<file path="src/rtl/tx_pkg.sv">
package tx_pkg;
  typedef enum logic {
    ST_IDLE = 1'b0,
    ST_SEND = 1'b1
  } tx_state_e;
endpackage

</file>
<file path="src/rtl/tx_hold_reg.sv">
module tx_hold_reg #(
  parameter int DATA_W = 8
) (
  input  logic              clk,
  input  logic              rst_n,
  input  logic              hold,
  input  logic              wr_stb,
  input  logic [DATA_W-1:0] wr_data,
  input  logic              take,
  output logic              valid,
  output logic [DATA_W-1:0] data
);
  always_ff @(posedge clk or negedge rst_n) begin
    if (!rst_n) begin
      valid <= 1'b0;
      data  <= '0;
    end else if (hold) begin
      valid <= 1'b0;
    end else if (wr_stb) begin
      valid <= 1'b1;
      data  <= wr_data;
    end else if (take) begin
      valid <= 1'b0;
    end
  end
endmodule

</file>
<file path="src/rtl/tx_frame_shift.sv">
module tx_frame_shift
  import tx_pkg::*;
#(
  parameter int DATA_W = 8
) (
  input  logic              clk,
  input  logic              rst_n,
  input  logic              hold,
  input  logic              bit_tick,
  input  logic              pend_valid,
  input  logic [DATA_W-1:0] pend_data,
  output logic              take,
  output logic              frame_end,
  output logic              busy,
  output logic              txd
);
  localparam int FRAME_LEN = DATA_W + 2;
  localparam int IDX_W = $clog2(FRAME_LEN);
  localparam logic [IDX_W-1:0] LAST_IDX = IDX_W'(FRAME_LEN - 1);

  tx_state_e          state;
  logic [IDX_W-1:0]   idx;
  logic [DATA_W-1:0]  shreg;
  logic               at_last;

  function automatic logic frame_bit(input logic [DATA_W-1:0] d,
                                     input logic [IDX_W-1:0] i);
    int k;
    k = int'(i);
    if (k == 0) return 1'b0;
    else if (k <= DATA_W) return d[k-1];
    else return 1'b1;
  endfunction

  assign at_last   = (state == ST_SEND) && (idx == LAST_IDX);
  assign frame_end = bit_tick && !hold && at_last;
  assign take      = bit_tick && !hold && pend_valid && ((state == ST_IDLE) || at_last);
  assign busy      = (state == ST_SEND);
  assign txd       = busy ? frame_bit(shreg, idx) : 1'b1;

  always_ff @(posedge clk or negedge rst_n) begin
    if (!rst_n) begin
      state <= ST_IDLE;
      idx   <= '0;
      shreg <= '0;
    end else if (hold) begin
      state <= ST_IDLE;
      idx   <= '0;
    end else if (take) begin
      state <= ST_SEND;
      idx   <= '0;
      shreg <= pend_data;
    end else if (frame_end) begin
      state <= ST_IDLE;
      idx   <= '0;
    end else if (bit_tick && busy) begin
      idx <= idx + IDX_W'(1);
    end
  end
endmodule

</file>
<file path="src/rtl/tx_rate_gate.sv">
module tx_rate_gate (
  input  logic pend_valid,
  input  logic busy,
  output logic rate_run
);
  assign rate_run = pend_valid | busy;
endmodule

</file>
<file path="src/rtl/buffered_serial_tx.sv">
module buffered_serial_tx #(
  parameter int DATA_W = 8
) (
  input  logic              clk,
  input  logic              rst_n,
  input  logic              sw_hold,
  input  logic              wr_stb,
  input  logic [DATA_W-1:0] wr_data,
  input  logic              bit_tick,
  output logic              txd,
  output logic              buf_empty,
  output logic              rate_run
);
  logic              pend_valid;
  logic [DATA_W-1:0] pend_data;
  logic              load_evt;
  logic              frame_end;
  logic              busy;

  tx_hold_reg #(.DATA_W(DATA_W)) u_hold (
    .clk(clk), .rst_n(rst_n), .hold(sw_hold), .wr_stb(wr_stb),
    .wr_data(wr_data), .take(load_evt), .valid(pend_valid), .data(pend_data)
  );

  tx_frame_shift #(.DATA_W(DATA_W)) u_shift (
    .clk(clk), .rst_n(rst_n), .hold(sw_hold), .bit_tick(bit_tick),
    .pend_valid(pend_valid), .pend_data(pend_data), .take(load_evt),
    .frame_end(frame_end), .busy(busy), .txd(txd)
  );

  tx_rate_gate u_gate (
    .pend_valid(pend_valid), .busy(busy), .rate_run(rate_run)
  );

  assign buf_empty = !pend_valid;
endmodule

</file>
<file path="config.mk">
export PLATFORM = sky130hd
export DESIGN_NAME = buffered_serial_tx
export DESIGN_NICKNAME = d
export VERILOG_FILES = /design/src/rtl/tx_pkg.sv /design/src/rtl/tx_hold_reg.sv /design/src/rtl/tx_frame_shift.sv /design/src/rtl/tx_rate_gate.sv /design/src/rtl/buffered_serial_tx.sv
export SDC_FILE = /design/constraint.sdc
export NUM_CORES = 1
export LEC_CHECK = 0
export CORE_ASPECT_RATIO = 0.6
export CORE_MARGIN = 2
export CORE_UTILIZATION = 47
export CTS_CLUSTER_DIAMETER = 50
export DETAILED_ROUTE_END_ITERATION = 6
export MAX_ROUTING_LAYER = met4
export PLACE_DENSITY = 0.83
export SLEW_MARGIN = 25
export SYNTH_ARGS = -nofsm -noshare
export SYNTH_HDL_FRONTEND = slang
export SYNTH_SLANG_ARGS = --single-unit
</file>
<file path="constraint.sdc">
create_clock -name clk -period 2.1 [get_ports clk]
set_clock_uncertainty 0.15 [all_clocks]
set_input_delay 0.42 -clock clk [delete_from_list [all_inputs] [get_ports clk]]
set_output_delay 0.42 -clock clk [all_outputs]
set_load 0.1 [all_outputs]
</file>
==> summary.md <==
| Metric | Value |
|---|---|
| Status | `finished with violations` |
| Failing checks | `negative setup slack` |
| I/O pin count | `16` |
| Initial Util | `0.4945` |
| Horiz. Die Dim | `65.59 um` |
| Placed cell count | `~140` |
| RSZ-0062 raised after global routing | `yes` |
| Root buf cell | `clkbuf_8` |
| Post-Syn Area per Cell | `roughly 12 um2` |
| First-pass GRT wire length | `approximately 3400 um` |
| Worst slew margin | `0.7713` |
| Share of cells above drive strength 1 | `0.4144` |
| Clk_lat worst skew | `0.26 ns` |
| Die footprint | `approximately 2700 um2` |
| Count of clock tree sinks | `22` |
| Fmax | `roughly 400 MHz` |
| TritonCTS clock tree | `done` |
| # diodes | `0` |
| Final Hold Fails | `0` |
| Via count | `roughly 720` |
| P_leak | `between 0.6 and 0.7 nW` |
| Crit Path Class | `reg -> out` |
| Post-synthesis register bit count | `22` |
| Wire length per cell | `approximately 14 um` |
| Antenna Nets Post-Route | `0` |
| Via density | `just over 5` |
| Final Non-Filler Cells | `roughly 140` |
| Rows | `13` |
| Crit path max fanout | `2` |
| Slew at the pin closest to its max-slew limit | `between 0.3 and 0.4 ns` |
| Final Util | `0.6721` |
| Vias in the first global route | `just over 700` |
| P&R area growth vs syn | `35.91%` |
| Total Power | `around 1.2 mW` |
| Post-synth net total | `roughly 100` |
| Core area | `about 2200 um2` |
| Crit path DAT | `between 1.5 and 2 ns` |
| Hold Crit Class | `in -> async` |
| Worst EP required | `1.53 ns` |
| Slew Viols, Final | `0` |
| DRC Markers | `0` |
| Startpoint types | `flop` |
| Final min period | `between 2 and 3 ns` |
| Gate Count Post-Synth | `86` |
| GRT Overall Usage | `0.1870` |
| Largest net degree at the start of global routing | `23` |
| Ys Warns | `0` |
| Seq/Total Area, Yosys | `0.5146` |
| Max Buffers Root-to-Sink | `2` |
| Die height | `between 40 and 50 um` |
| Drt first-iter violations | `roughly 70` |
| Final wirelength | `between 2000 and 2500 um` |
| NumNets Final | `approximately 130` |
| Total iterations of the first detailed-routing run | `4` |
| Port bufs | `15` |
| Worst Setup Slack, final | `-0.4072 ns` |
| Placed inst area | `between 1000 and 1500 um2` |
| Post-synth cell types | `23` |
| Cts bufs inserted | `3` |
| CTS hold repair buffers | `0` |
| Setup TNS | `-0.4072 ns` |
| Initial antenna violation count | `0` |
| H-tree levels | `1` |
| Period utilization | `1.194` |
| Min Hold Slack | `between 0.3 and 0.4 ns` |
| Worst slack at placement | `-0.1861 ns` |
| GRT Residual Overflow | `0` |
| Element type at the critical path end | `output port` |
| Detailed Place HPWL | `approximately 1600 um` |
| Final setup fails | `1` |
| CTS clk-pin slew, worst paths | `~0.080 ns` |
| Mapped Area | `roughly 1100 um2` |
| GP Congestion | `about 0.79` |
| Final instance area | `1454 um2` |
| Peak supply drop | `0.6276 mV` |
| Max-cap viol count | `0` |
| Power per Cell Area | `between 800 and 900 nW/um2` |
## layout make-up
class                           count  area, um2
Clock buffer                        3      41.29
Clock inverter                      1      30.03
Fill cell                         156      709.4
Inverter                            7      26.28
Multi-Input combinational cell     54      515.5
Sequential cell                    22      551.8
Tap cell                           30      37.54
Timing Repair Buffer               24      251.5
## placed cells by master (no fill, tap or decap), drive strengths merged
cell and instances:
clkbuf 3, nand3b 2, nand2 8, mux4 2
inv 7, bufinv 1, a22oi 1, nor2 4
and3 1, a2111oi 1, a31oi 2, ha 3
a21oi 2, mux2 16, nor2b 2, o22ai 1
nor4b 1, clkdlybuf4s50 12, buf 12, a31o 2
dfrtp 22, or2 1, mux2i 1, o21ai 2
nand3 2
## sequential cells by signal (all words and copies together), names as in the netlist
signal         count
u_hold.data        8
u_hold.valid       1
u_shift.busy       1
u_shift.idx        4
u_shift.shreg      8
## worst max-delay path, cell delays in order, from the launching register on
cell     delay, ns
dfrtp_1       0.40
inv_2         0.09
ha_4          0.21
buf_6         0.11
mux4_2        0.22
nand2_1       0.05
a31o_2        0.24
a31oi_4       0.16
buf_12        0.19
## synth_stat cells
cell       instances  area share
nand2_1            8       0.028
a31o_2             2       0.016
dfrtp_1           22        0.51
a21oi_1            2      0.0094
a2111oi_4          1       0.026
a22oi_1            1      0.0070
o21ai_0            2      0.0094
ha_1               3       0.035
nor4b_1            1      0.0082
clkbuf_1           3       0.011
a31oi_1            2       0.012
nor2_1             4       0.014
mux2_2            16        0.17
mux4_2             2       0.042
nand3b_1           1      0.0070
mux2i_1            1      0.0094
nand3b_4           1       0.019
inv_1              7       0.025
and3_2             1      0.0070
or2_2              1      0.0059
o22ai_1            1      0.0059
nor2b_1            2       0.012
nand3_1            2      0.0094
## per-layer routing
metal,track usage,vias to the layer above,share of wire
met5,-,-,0
met4,0,0,0
met3,0.05769,0,0.039
met2,0.3342,13,0.48
met1,0.2312,352,0.48
li1,-,350,-
## cell families after synthesis
kind of cell             Yosys count  share of synthesized area
AO/OA/AOI/OAI                     11                    0.08539
adder cells (fa/ha/maj)            3                    0.03509
buffers and inverters             10                    0.03509
flip-flops                        22                     0.5146
multiplexers                      19                     0.2199
AND/OR/NAND/NOR                   21                     0.1099
## report_power, final
group	total (mW)	leakage, nW	switching, mW	internal, mW
combinational	0.293	0.341	0.134	0.159
sequential	0.559	0.270	0.0542	0.505
clock	0.390	0.0357	0.136	0.254
total	1.24	0.647	0.324	0.919
## path summary, 6_finish.rpt
| kind | start | endpoint | slack [ns] | cells after the start |
|---|---|---|---|---|
| setup / recovery | u_shift.idx[1] | txd | -0.41 | 8 |
| hold / removal | rst_n | u_shift.busy | 0.34 | 2 |
| setup reg to reg | u_shift.idx[0] | u_shift.shreg[5] | 0.05 | 6 |
| hold reg to reg | u_hold.data[2] | u_hold.data[2] | 0.35 | 1 |
| max in group asynchronous | rst_n | u_shift.idx[0] | 1.22 | 2 |
| min in group clk | u_hold.data[2] | u_hold.data[2] | 0.35 | 1 |
## what timing repair did
action                                  4_1_cts  5_1_grt
resized for setup                             3        0
pin swaps                                     2        1
buffers inserted                              1        0
endpoints found under the setup margin        1        1
Power figures use the tool's default switching activity.
